File: src/rtl/sipo_pkg.sv
package sipo_pkg;

    // Operation carried out by the datapath in the cycle after decode.
    typedef enum logic [2:0] {
        ST_IDLE        = 3'd0,
        ST_SHIFT       = 3'd1,
        ST_LATCH       = 3'd2,
        ST_SHIFT_LATCH = 3'd3,
        ST_CLEAR       = 3'd4,
        ST_CLEAR_LATCH = 3'd5
    } sipo_state_e;

endpackage

File: src/rtl/sipo_edge.sv
// Samples a level and flags its rising edge against the previous sample.
module sipo_edge (
    input  logic clk,
    input  logic rst_n,
    input  logic lvl_i,
    output logic rise_o
);
    logic lvl_s;
    logic lvl_p;

    always_ff @(posedge clk) begin
        if (!rst_n) begin
            lvl_s <= 1'b0;
            lvl_p <= 1'b0;
        end else begin
            lvl_s <= lvl_i;
            lvl_p <= lvl_s;
        end
    end

    assign rise_o = lvl_s & ~lvl_p;
endmodule

File: src/rtl/sipo_ctrl.sv
// Samples the control inputs, decodes one operation per cycle.
module sipo_ctrl
    import sipo_pkg::*;
(
    input  logic clk,
    input  logic rst_n,
    input  logic shift_clk_i,
    input  logic latch_clk_i,
    input  logic ser_i,
    input  logic clr_n_i,
    output logic do_shift_o,
    output logic do_latch_o,
    output logic do_clear_o,
    output logic ser_bit_o
);
    logic        shift_rise;
    logic        latch_rise;
    logic        ser_s;
    logic        clr_n_s;
    logic        ser_op_q;
    sipo_state_e state_q;
    sipo_state_e state_d;

    sipo_edge u_shift_edge (
        .clk   (clk),
        .rst_n (rst_n),
        .lvl_i (shift_clk_i),
        .rise_o(shift_rise)
    );

    sipo_edge u_latch_edge (
        .clk   (clk),
        .rst_n (rst_n),
        .lvl_i (latch_clk_i),
        .rise_o(latch_rise)
    );

    // Data and clear are sampled in step with the clock samples.
    always_ff @(posedge clk) begin
        if (!rst_n) begin
            ser_s   <= 1'b0;
            clr_n_s <= 1'b1;
        end else begin
            ser_s   <= ser_i;
            clr_n_s <= clr_n_i;
        end
    end

    // Next-state decode: clear has priority over shifting.
    always_comb begin
        state_d = ST_IDLE;
        if (!clr_n_s) begin
            state_d = latch_rise ? ST_CLEAR_LATCH : ST_CLEAR;
        end else begin
            unique case ({shift_rise, latch_rise})
                2'b11:   state_d = ST_SHIFT_LATCH;
                2'b10:   state_d = ST_SHIFT;
                2'b01:   state_d = ST_LATCH;
                default: state_d = ST_IDLE;
            endcase
        end
    end

    // State register, with the serial bit that belongs to the operation.
    always_ff @(posedge clk) begin
        if (!rst_n) begin
            state_q  <= ST_IDLE;
            ser_op_q <= 1'b0;
        end else begin
            state_q  <= state_d;
            ser_op_q <= ser_s;
        end
    end

    // Output decode of the state.
    always_comb begin
        do_shift_o = 1'b0;
        do_latch_o = 1'b0;
        do_clear_o = 1'b0;
        unique case (state_q)
            ST_IDLE:        ;
            ST_SHIFT:       do_shift_o = 1'b1;
            ST_LATCH:       do_latch_o = 1'b1;
            ST_SHIFT_LATCH: begin
                do_shift_o = 1'b1;
                do_latch_o = 1'b1;
            end
            ST_CLEAR:       do_clear_o = 1'b1;
            ST_CLEAR_LATCH: begin
                do_clear_o = 1'b1;
                do_latch_o = 1'b1;
            end
            default:        ;
        endcase
    end

    assign ser_bit_o = ser_op_q;
endmodule

File: src/rtl/sipo_shift.sv
// Chain of shift stages; stage 0 takes the serial bit.
module sipo_shift #(
    parameter int WIDTH = 8
) (
    input  logic             clk,
    input  logic             rst_n,
    input  logic             do_shift,
    input  logic             do_clear,
    input  logic             ser_bit,
    output logic [WIDTH-1:0] stages_o
);
    logic [WIDTH-1:0] stage_q;
    logic [WIDTH-1:0] feed;

    assign feed[0] = ser_bit;

    for (genvar g = 1; g < WIDTH; g++) begin : g_feed
        assign feed[g] = stage_q[g-1];
    end

    for (genvar g = 0; g < WIDTH; g++) begin : g_stage
        always_ff @(posedge clk) begin
            if (!rst_n || do_clear) begin
                stage_q[g] <= 1'b0;
            end else if (do_shift) begin
                stage_q[g] <= feed[g];
            end
        end
    end

    assign stages_o = stage_q;
endmodule

File: src/rtl/sipo_latch.sv
// Parallel output register with released-bus model.
module sipo_latch #(
    parameter int WIDTH = 8
) (
    input  logic             clk,
    input  logic             rst_n,
    input  logic             do_latch,
    input  logic [WIDTH-1:0] stages_i,
    input  logic             oe_n_i,
    output logic [WIDTH-1:0] latch_o,
    output logic [WIDTH-1:0] q_o,
    output logic             drive_o
);
    logic [WIDTH-1:0] hold_q;
    logic             drive_q;

    always_ff @(posedge clk) begin
        if (!rst_n) begin
            hold_q  <= '0;
            drive_q <= 1'b0;
        end else begin
            drive_q <= ~oe_n_i;
            if (do_latch) begin
                hold_q <= stages_i;
            end
        end
    end

    assign latch_o = hold_q;
    assign drive_o = drive_q;
    assign q_o     = drive_q ? hold_q : '0;
endmodule

File: src/rtl/sipo_latched_shifter.sv
module sipo_latched_shifter #(
    parameter int WIDTH = 8
) (
    input  logic             clk_i,
    input  logic             sys_rst_n_i,
    input  logic             shift_clk_i,
    input  logic             latch_clk_i,
    input  logic             ser_i,
    input  logic             clr_n_i,
    input  logic             oe_n_i,
    output logic [WIDTH-1:0] q_o,
    output logic             q_drive_o,
    output logic             ser_o
);
    localparam int LAST = WIDTH - 1;

    logic             do_shift;
    logic             do_latch;
    logic             do_clear;
    logic             ser_bit;
    logic [WIDTH-1:0] stages;
    logic [WIDTH-1:0] latch_val;

    sipo_ctrl u_ctrl (
        .clk        (clk_i),
        .rst_n      (sys_rst_n_i),
        .shift_clk_i(shift_clk_i),
        .latch_clk_i(latch_clk_i),
        .ser_i      (ser_i),
        .clr_n_i    (clr_n_i),
        .do_shift_o (do_shift),
        .do_latch_o (do_latch),
        .do_clear_o (do_clear),
        .ser_bit_o  (ser_bit)
    );

    sipo_shift #(.WIDTH(WIDTH)) u_shift (
        .clk     (clk_i),
        .rst_n   (sys_rst_n_i),
        .do_shift(do_shift),
        .do_clear(do_clear),
        .ser_bit (ser_bit),
        .stages_o(stages)
    );

    sipo_latch #(.WIDTH(WIDTH)) u_latch (
        .clk     (clk_i),
        .rst_n   (sys_rst_n_i),
        .do_latch(do_latch),
        .stages_i(stages),
        .oe_n_i  (oe_n_i),
        .latch_o (latch_val),
        .q_o     (q_o),
        .drive_o (q_drive_o)
    );

    assign ser_o = stages[LAST];
endmodule

File: config.mk
export PLATFORM = sky130hd
export DESIGN_NAME = sipo_latched_shifter
export DESIGN_NICKNAME = d
export VERILOG_FILES = /design/src/rtl/sipo_pkg.sv /design/src/rtl/sipo_edge.sv /design/src/rtl/sipo_ctrl.sv /design/src/rtl/sipo_shift.sv /design/src/rtl/sipo_latch.sv /design/src/rtl/sipo_latched_shifter.sv
export SDC_FILE = /design/constraint.sdc
export NUM_CORES = 1
export LEC_CHECK = 0
export ABC_CLOCK_PERIOD_IN_PS = 1000
export BUFFER_PORTS_ARGS = -buffer_cell sky130_fd_sc_hd__buf_4
export CORE_MARGIN = 5
export CORE_UTILIZATION = 40
export DETAILED_ROUTE_END_ITERATION = 8
export PLACE_DENSITY = 0.72
export SLEW_MARGIN = 20
export SYNTH_ARGS = -nofsm -noshare
export SYNTH_HDL_FRONTEND = slang
export SYNTH_SLANG_ARGS = --single-unit
File: constraint.sdc
create_clock -name clk_i -period 1 [get_ports clk_i]
set_input_delay 0.1 -clock clk_i [delete_from_list [all_inputs] [get_ports clk_i]]
set_output_delay 0.1 -clock clk_i [all_outputs]
set_load 0.02 [all_outputs]
==> out/qor.csv, run 1 <==
metric,value,unit
chip height,60.7,um
CP Launch Point,u_latch.drive_o,
Arrival @ worst endpoint,0.99,ns
cell leakage power,0.550,nW
violated checks,negative setup slack,
Fmax,921,MHz
register bit count reported by yosys,27,
mapped cell area,1030,sq um
NetSw,0.355,mW
xor/xnor cell area share of the yosys netlist,0,%
final critical-path setup slack,-0.0859,ns
startpoint types,flip-flop,
vias in the first global route,642,
Core Rows,18,
vias per cell,4.63,
Layout fillers,227,
"FFs w/ async S/R, synth",0,%
Synth area leaders,"dfxtp_1 53%, nand2_1 9.5%, and2_1 9.1%, mux2i_1 7.8%, a21boi_1 5.8%",
share of power burned in the clock network,26.1,%
max incr delay on CP,0.39,ns
area of the multi-input gates,482,sq um
clk buf depth,2,
Yosys top cell by area,dfxtp_1,
Worst setup EP type,output port,
CP Cell Sequence,"and2_1, buf_6",
starting density of the core,41.5,%
"Area growth, synth to finish",29.6,%
max-cap violation count,0,
full die area,3680,sq um
post-layout net count,139,
HPWL after DPL,1.17,mm
Post-route DRC,0,
min-delay src,sys_rst_n_i,
main combinational cell family by area after synthesis,simple AND/OR/NAND/NOR gates,
top-level port count,17,
Fin Hold WS,0.123,ns
via count,745,
sequential share of power,66.1,%
Final Hold Viols,0,
Post-Place Cells,151,
"Top FF cell, synth",dfxtp_1,
Cell Int Power,1.33,mW
Cell Pwr Density,1260,nW/um^2
layout cells sized above 1,24.4,%
post-synthesis sequential area ratio,52.6,%
Worst Path Required,0.90,ns
starting DRC count in detailed routing,10,
Synth top cells by count,"27 x dfxtp_1, 26 x nand2_1, 15 x and2_1",
slowest CP cell,dfxtp_4,
Routed WL,1.67,mm
number of buffers and inverters on the critical path,1,
Ys Warns,0,
syn nets,117,
CTS Root Cell,clkbuf_4,
antenna cells,0,
Final period util,109,%
Setup CP Type,reg -> out,
worst hold path class,in -> reg,
H-tree Lvls,1,
post-synthesis compound-gate area fraction,6.46,%
Post-synth EDFFs,0,
crit-path leading delay family,flip-flops,
Final Max Tran Viols,0,
multiplexer share of the synthesized area,9.99,%
Synth Area in Adders,0,%
CTS Sinks,27,
"Design Area, Final",1330,sq um
clk_lat worst skew,0.31,ns
Switching Fraction,21.1,%
register area,551,sq um
Overflow after GRT,0,
status,"complete, but fails checks",
core area,2480,sq um
"Reg clk slew, reported paths",0.13,ns
worst r2r src,u_ctrl.state_q[2],
first-pass GRT wire length,2.77,mm
most common cell in the synthesized netlist,dfxtp_1,
GPL Wtd Cong,0.695,
max_slew headroom,80.5,%
Gate power share,7.8,%
Yosys cell types,16,
Worst Path Max Fanout,9,
antenna violations before repair,0,
RSZ-0062 raised after global routing,true,
"non-filler cells, final",161,
final setup violation count,16,
Slew @ Worst Pin,0.292,ns
Die X,60.7,um
synthesized-area fraction occupied by and/or/nand/nor cells,28.0,%
GR Util All Layers,10.1,%
pin count of the biggest net entering global routing,36,
cells after synthesis,110,
syn_area_per_cell,9.34,sq um
Period minus WS final,1.09,ns
CTS buffer count,3,
post-route ant nets,0,
routed len/inst,10.4,um
CTS tree,yes,
Pre-antenna DRT Iters,4,
Placement Cell Area,1190,sq um
# port buffers,16,
Yosys top cell area share,52.6,%
Worst VDD drop,0.993,mV
setup skew after layout,0.00176,ns
-- final timing paths --
kind / to / slack [ns] / cells after the start
setup / recovery: q_o[1] / -0.09 / 2
hold / removal: u_ctrl.clr_n_s / 0.12 / 2
hold reg to reg: u_shift.stages_o[0] / 0.44 / 2
setup reg to reg: u_latch.latch_o[4] / -0.07 / 3
-- registers in the layout, summed over array words and instances, names as in the netlist --
signal                     cells
u_ctrl.u_shift_edge.lvl_s      1
u_ctrl.ser_s                   1
u_ctrl.ser_bit_o               1
u_shift.stages_o               8
u_ctrl.u_latch_edge.lvl_p      1
u_ctrl.u_shift_edge.lvl_p      1
u_ctrl.clr_n_s                 1
u_ctrl.state_q                 3
u_ctrl.u_latch_edge.lvl_s      1
u_latch.latch_o                8
u_latch.drive_o                1
-- logic make-up (layout without fill, tap and decap cells) --
kind of cell / after synthesis / count (layout)
DFF: 27 / 27
muxes: 9 / 9
buffers and inverters: 7 / 28
AOI/OAI and AO/OA: 9 / 9
and+or+nand+nor: 58 / 58
-- metrics by stage --
stage | TNS (ns) | utilization (%) | power [mW] | worst slack [ns]
global route | -1.92 | 53.7 | 1.77 | -0.146
finish | -1.06 | 53.7 | 1.68 | -0.0859
CTS | -1.19 | 51.5 | 1.70 | -0.116
global placement | 0 | 48.0 | 1.24 | 0.0158
detailed placement | -0.156 | 48.0 | 1.24 | -0.0366
floorplan | -0.117 | - | 1.21 | -0.0146
-- final cells by class --
class	instances	share of cell area, %
sequential	27	41.4
multi-input combinational	76	36.2
timing repair buffer	24	17.7
clock buffer	4	1.97
tap	30	2.82
-- power by group through the flow --
stage               Sequential [mW]  Clock [mW]  Combinational [mW]
global route                   1.12       0.511               0.143
CTS                            1.11       0.464               0.125
floorplan                      1.14           0              0.0703
detailed placement             1.14           0               0.108
global placement               1.14           0               0.105
finish                         1.11       0.438               0.131
-- per-layer routing --
layer | GRT usage [%] | vias up | routed length (um)
met5 | 0 | - | 0
met4 | 5.57 | 0 | 15
met3 | 1.91 | 2 | 90
met2 | 16.8 | 15 | 803
met1 | 12.1 | 330 | 758
li1 | - | 398 | -
-- placed cells by master (no fill, tap or decap), types with 2 or more instances in the layout --
cell type	synthesis	final
a21boi_1	8	8
dfxtp_2	0	2
and2_1	15	14
buf_6	0	8
nor2b_1	3	2
nand2b_4	0	2
nand2b_1	4	2
mux2i_1	8	8
buf_4	0	10
nand2_1	26	26
dfxtp_4	0	2
dfxtp_1	27	23
dlygate4sd3_1	0	5
clkbuf_4	0	3
nand3_1	8	8
-- repair_timing --
item / CTS / global route
cloned: 0 / 0
hold buffers: 5 / 0
gates resized for setup: 5 / 13
hold endpoints to repair: 5 / 0
setup endpoints to repair: 25 / 21
buffers inserted: 0 / 1
Note: power is estimated with default switching activity, not from simulation.
==> run 2, diff against run 1 <==
--- a/config.mk
+++ b/config.mk
@@ -5,6 +5,7 @@
 export SDC_FILE = /design/constraint.sdc
 export NUM_CORES = 1
 export LEC_CHECK = 0
+export ABC_AREA = 1
 export ABC_CLOCK_PERIOD_IN_PS = 1000
 export BUFFER_PORTS_ARGS = -buffer_cell sky130_fd_sc_hd__buf_4
 export CORE_MARGIN = 5
==> out/qor.csv, run 2 <==
metric,value,unit,change
status,"complete, but fails checks",,
violated checks,negative setup slack,,
max-cap violation count,0,,unchanged
core area,2500,sq um,+0.91%
register bit count reported by yosys,27,,unchanged
crit-path leading delay family,flip-flops,,
most frequent cells in the layout,"39 x nand2_1, 22 x inv_1, 22 x dfxtp_1, 11 x nor2_1, 11 x a21oi_1",,
post-synthesis sequential area ratio,51.4,%,-1.3 points
vias per cell,4.79,,+3.6%
Post-Place Cells,182,,+21%
full die area,3760,sq um,+2.0%
Post-synth EDFFs,0,,unchanged
syn_area_per_cell,7.57,sq um,-19%
synthesized-area fraction occupied by and/or/nand/nor cells,26.0,%,-2.0 points
"FFs w/ async S/R, synth",0,%,unchanged
CTS buffer count,3,,unchanged
CTS Sinks,27,,unchanged
cell leakage power,0.681,nW,+24%
Arrival @ worst endpoint,0.99,ns,about the same
Post-route DRC,0,,unchanged
"commonest non-fill, non-tap cell in the layout",nand2_1,,
# port buffers,16,,unchanged
max_slew headroom,81.8,%,+1.3 points
final setup violation count,8,,-8
Worst VDD drop,0.846,mV,-15%
Synth top cells by count,"39 x nand2_1, 27 x dfxtp_1, 24 x inv_1",,
GPL Wtd Cong,0.782,,+12%
Die X,61.3,um,+1.0%
clk buf depth,2,,unchanged
layout cells sized above 1,26.4,%,+2.0 points
Slew @ Worst Pin,0.272,ns,-0.0202 ns
CP Cell Sequence,"nand2_1, inv_1, buf_6",,
final critical-path setup slack,-0.0893,ns,-0.00339 ns
Fmax,918,MHz,-0.31%
starting density of the core,42.1,%,+0.63 points
area of the multi-input gates,428,sq um,-11%
Period minus WS final,1.09,ns,+0.00339 ns
H-tree Lvls,1,,unchanged
clk_lat worst skew,0.32,ns,about the same
Setup CP Type,reg -> out,,
GR Util All Layers,11.1,%,+1.1 points
Core Rows,18,,unchanged
Pwr Total,1.81,mW,+7.5%
routed len/inst,11.1,um,+7.3%
Overflow after GRT,0,,unchanged
number of buffers and inverters on the critical path,2,,+1
Worst Path Required,0.90,ns,about the same
Pre-antenna DRT Iters,4,,unchanged
first-pass GRT wire length,3.19,mm,+15%
mapped cell area,1050,sq um,+2.4%
Final Max Tran Viols,0,,unchanged
Cell Pwr Density,1290,nW/um^2,+2.1%
"Reg clk slew, reported paths",0.15,ns,+0.02 ns
post-layout net count,171,,+23%
starting DRC count in detailed routing,14,,+4
RSZ-0062 raised after global routing,true,,
multiplexer share of the synthesized area,0,%,-10 points
CTS Root Cell,clkbuf_4,,
Synth Area in Adders,0,%,unchanged
pin count of the biggest net entering global routing,17,,-53%
vias in the first global route,790,,+23%
cells after synthesis,139,,+26%
Ys Warns,0,,unchanged
CTS tree,yes,,
setup skew after layout,0.0123,ns,+0.0105 ns
Reg2Reg Setup Slack,0.03,ns,+0.10 ns
chip height,61.3,um,+1.0%
Yosys cell types,20,,+4
post-route ant nets,0,,unchanged
antenna violations before repair,0,,unchanged
Yosys top cell by area,dfxtp_1,,
startpoint types,flip-flop,,
"non-filler cells, final",193,,+20%
Final Hold Viols,0,,unchanged
Final period util,109,%,+0.34 points
Routed WL,2.15,mm,+29%
worst hold path class,in -> reg,,
Worst setup EP type,output port,,
main combinational cell family by area after synthesis,simple AND/OR/NAND/NOR gates,,
Worst Path Max Fanout,9,,unchanged
"Top FF cell, synth",dfxtp_1,,
top-level port count,17,,unchanged
HPWL after DPL,1.34,mm,+14%
syn nets,146,,+25%
xor/xnor cell area share of the yosys netlist,0,%,unchanged
Yosys top cell area share,51.4,%,-1.3 points
"Area growth, synth to finish",33.2,%,
slowest CP cell,dfxtp_4,,
post-synthesis compound-gate area fraction,9.51,%,+3.1 points
antenna cells,0,,unchanged
Fin Hold WS,0.0725,ns,-0.0508 ns
max incr delay on CP,0.42,ns,+0.03 ns
via count,925,,+24%
most common cell in the synthesized netlist,nand2_1,,
Layout fillers,225,,-0.88%
Synth area leaders,"dfxtp_1 51%, nand2_1 14%, inv_1 8.6%, a21oi_1 7.1%, nor2_1 3.9%",,
register area,554,sq um,+0.68%
## run 2: cell count changes in the layout (fill, tap and decap cells not counted), moves of 5 or more
cell,delta
a21boi_1,-8
inv_1,+22
mux2i_1,-8
nand2_1,+13
a21oi_2,+5
and2_1,-14
nor2_1,+10
a21oi_1,+11
## run 2: area by class of cell
cell class	instances	share of cell area [%]
Clock buffer	3	1.61
Tap cell	30	2.68
Clock inverter	1	0.536
Sequential cell	27	39.6
Timing Repair Buffer	23	17.1
Multi-Input combinational cell	82	30.5
Inverter	27	7.95
## run 2: cells by family (layout without fill, tap and decap cells)
kind of cell | after synthesis | in the layout
and+or+nand+nor | 63 | 64
buffers and inverters | 31 | 54
DFF | 27 | 27
AOI/OAI and AO/OA | 18 | 18
## run 2: worst reg2reg max path, stage by stage (launching register included)
cell     delay, ns
dfxtp_4       0.43
buf_12        0.12
nand2_8       0.09
a21oi_1       0.19
nor2_1        0.06
## run 2: what timing repair did
item / in CTS / in global routing
gates resized for setup: 13 / 17
pin swaps: 0 / 2
setup endpoints to repair: 23 / 24
endpoints found under the hold margin: 5 / 0
buffers inserted: 0 / 1
cloned: 0 / 1
hold buffers: 5 / 0
## run 2: metrics by stage
step / TNS, ns / cell area (sq um) / worst slack, ns / util (%)
CTS: -0.782 / 1310 / -0.104 / 52.5
global placement: 0 / 1190 / 0.0551 / 47.8
detailed placement: 0 / 1190 / 0.0133 / 47.8
global route: -1.14 / 1400 / -0.148 / 56.1
finish: -0.648 / 1400 / -0.0893 / 56.1
floorplan: 0 / 1050 / 0.0163 / -
## run 2: metal layers
layer / part of all wire, % / vias up / wire [um] / track usage (%)
li1: - / 472 / - / -
met1: 40 / 422 / 867 / 12.9
met2: 52 / 25 / 1130 / 19.5
met3: 5.5 / 6 / 119 / 3.14
met4: 1.4 / 0 / 31 / 4.02
met5: 0 / - / 0 / 0
## run 2: worst paths after layout
| path | start | end | depth (start not counted) |
|---|---|---|---|
| worst max-delay path | u_latch.drive_o | q_o[4] | 3 |
| worst min-delay path | sys_rst_n_i | u_ctrl.ser_bit_o | 3 |
| worst max register to register | u_ctrl.state_q[1] | u_latch.latch_o[6] | 4 |
| worst min register to register | u_ctrl.ser_s | u_ctrl.ser_bit_o | 2 |
## run 2: power breakdown
part           leakage (nW)  total [mW]  internal [mW]  switching [mW]
clock                0.0139       0.473          0.153           0.321
sequential            0.223        1.14           1.11          0.0307
combinational         0.444       0.193         0.0945          0.0985
total                 0.681        1.81           1.36           0.450
==> run 3, diff against run 2 <==
--- a/config.mk
+++ b/config.mk
@@ -10,6 +10,7 @@
 export BUFFER_PORTS_ARGS = -buffer_cell sky130_fd_sc_hd__buf_4
 export CORE_MARGIN = 5
 export CORE_UTILIZATION = 40
+export CTS_BUF_LIST = sky130_fd_sc_hd__clkbuf_16
 export DETAILED_ROUTE_END_ITERATION = 8
 export PLACE_DENSITY = 0.72
 export SLEW_MARGIN = 20
==> out/qor.csv, run 3 (synthesized netlist as in run 2, its figures left out) <==
metric,value,unit,change
Setup CP Type,reg -> out,,
cell leakage power,0.671,nW,-1.5%
first-pass GRT wire length,3.29,mm,+3.3%
"Area growth, synth to finish",27.0,%,
Final period util,99.4,%,-9.5 points
HPWL after DPL,1.34,mm,unchanged
Period minus WS final,0.994,ns,-0.0950 ns
Post-route DRC,0,,unchanged
GPL Wtd Cong,0.782,,unchanged
crit-path leading delay family,flip-flops,,
Worst setup EP type,output port,,
starting DRC count in detailed routing,22,,+8
chip height,61.3,um,unchanged
vias per cell,4.75,,-0.92%
Post-Place Cells,182,,unchanged
full die area,3760,sq um,unchanged
core area,2500,sq um,unchanged
Slew @ Worst Pin,0.358,ns,+0.0857 ns
pin count of the biggest net entering global routing,17,,unchanged
GR Util All Layers,11.8,%,+0.69 points
aggregate negative setup slack,0,ns,+0.648 ns
starting density of the core,42.1,%,unchanged
top-level port count,17,,unchanged
Die X,61.3,um,unchanged
clk_lat worst skew,0.26,ns,-0.06 ns
final setup violation count,0,,-8
H-tree Lvls,1,,unchanged
max_slew headroom,76.2,%,-5.6 points
post-layout net count,165,,-3.5%
CP Cell Sequence,"nand2_1, inv_2, buf_6",,
post-layout util,53.5,%,-2.6 points
Routed WL,2.09,mm,-2.4%
"Design Area, Final",1340,sq um,-4.6%
Worst Path Required,0.90,ns,about the same
max incr delay on CP,0.39,ns,-0.03 ns
CTS tree,yes,,
"Reg clk slew, reported paths",0.07,ns,-0.08 ns
CTS Sinks,27,,unchanged
vias in the first global route,786,,-0.51%
Final Max Tran Viols,0,,unchanged
post-route ant nets,0,,unchanged
Cell Pwr Density,1660,nW/um^2,+28%
antenna violations before repair,0,,unchanged
via count,888,,-4.0%
max-cap violation count,0,,unchanged
Worst VDD drop,1.10,mV,+30%
Overflow after GRT,0,,unchanged
Fmax,1010,MHz,+9.6%
worst hold path class,in -> reg,,
setup skew after layout,0.00316,ns,-0.00909 ns
layout cells sized above 1,24.2,%,-2.2 points
# port buffers,16,,unchanged
clk buf depth,2,,unchanged
Worst Path Max Fanout,9,,unchanged
CTS buffer count,3,,unchanged
RSZ-0062 raised after global routing,true,,
slowest CP cell,dfxtp_4,,
Arrival @ worst endpoint,0.89,ns,-0.10 ns
Core Rows,18,,unchanged
Pre-antenna DRT Iters,4,,unchanged
CTS Root Cell,clkbuf_16,,
Placement Cell Area,1190,sq um,unchanged
routed len/inst,11.2,um,+0.71%
number of buffers and inverters on the critical path,2,,unchanged
startpoint types,flip-flop,,
Final Hold Viols,0,,unchanged
"non-filler cells, final",187,,-3.1%
antenna cells,0,,unchanged
"commonest non-fill, non-tap cell in the layout",nand2_1,,
status,finished clean,,
most frequent cells in the layout,"39 x nand2_1, 24 x dfxtp_1, 22 x inv_1, 12 x a21oi_1, 11 x nor2_1",,
[run 3: metrics by stage]
stage	hold slack (ns)	power [mW]	setup slack (ns)
after CTS	0.0166	2.21	-0.00564
final	0.0153	2.21	0.00566
after global placement	0.257	1.31	0.0551
after floorplan	0.172	1.26	0.0163
after global routing	0.0241	2.28	-0.0448
after detailed placement	0.261	1.31	0.0133
[run 3: metal layers]
| layer | global-route usage, % | part of all wire (%) |
|---|---|---|
| met5 | 0 | 0 |
| met2 | 20.5 | 53 |
| met1 | 13.2 | 40 |
| met4 | 4.95 | 0.62 |
| met3 | 3.77 | 6.6 |
[run 3: path summary, 6_finish.rpt]
| check | start | slack [ns] | cells past startpoint | to |
|---|---|---|---|---|
| worst max-delay path | u_latch.drive_o | 0.006 | 3 | q_o[5] |
| worst min-delay path | ser_i | 0.02 | 3 | u_ctrl.ser_s |
| worst max register to register | u_ctrl.state_q[2] | 0.006 | 5 | u_shift.stages_o[7] |
| worst min register to register | u_ctrl.ser_s | 0.41 | 2 | u_ctrl.ser_bit_o |
[run 3: repair_timing]
item,4_1_cts,5_1_grt
gates resized for setup,7,11
gates cloned,0,0
buffers inserted,0,0
pin swaps,1,1
hold buffers,1,0
hold endpoints to repair,1,0
setup endpoints to repair,13,17
[run 3: worst reg2reg max path, delay by kind of cell (launching register included)]
kind                   cells  cell delay (ns)
DFF                        1             0.34
and+or+nand+nor            2             0.20
AOI/OAI and AO/OA          1             0.07
buffers and inverters      2             0.26
[run 3: power by group]
part	total (mW)	leakage (nW)	switching [mW]	internal, mW
Clock	0.914	0.0371	0.371	0.543
Sequential	1.14	0.222	0.0247	1.11
Combinational	0.163	0.412	0.0887	0.0741
[run 3: area by class of cell]
cell class | count | area [sq um]
clock inverters | 1 | 7.51
fillers | 232 | 1160
clock buffers | 3 | 75.1
well taps | 30 | 37.5
multi-input cells | 81 | 385
repair buffers | 18 | 180
flip-flops and latches | 27 | 547
inverters | 27 | 104
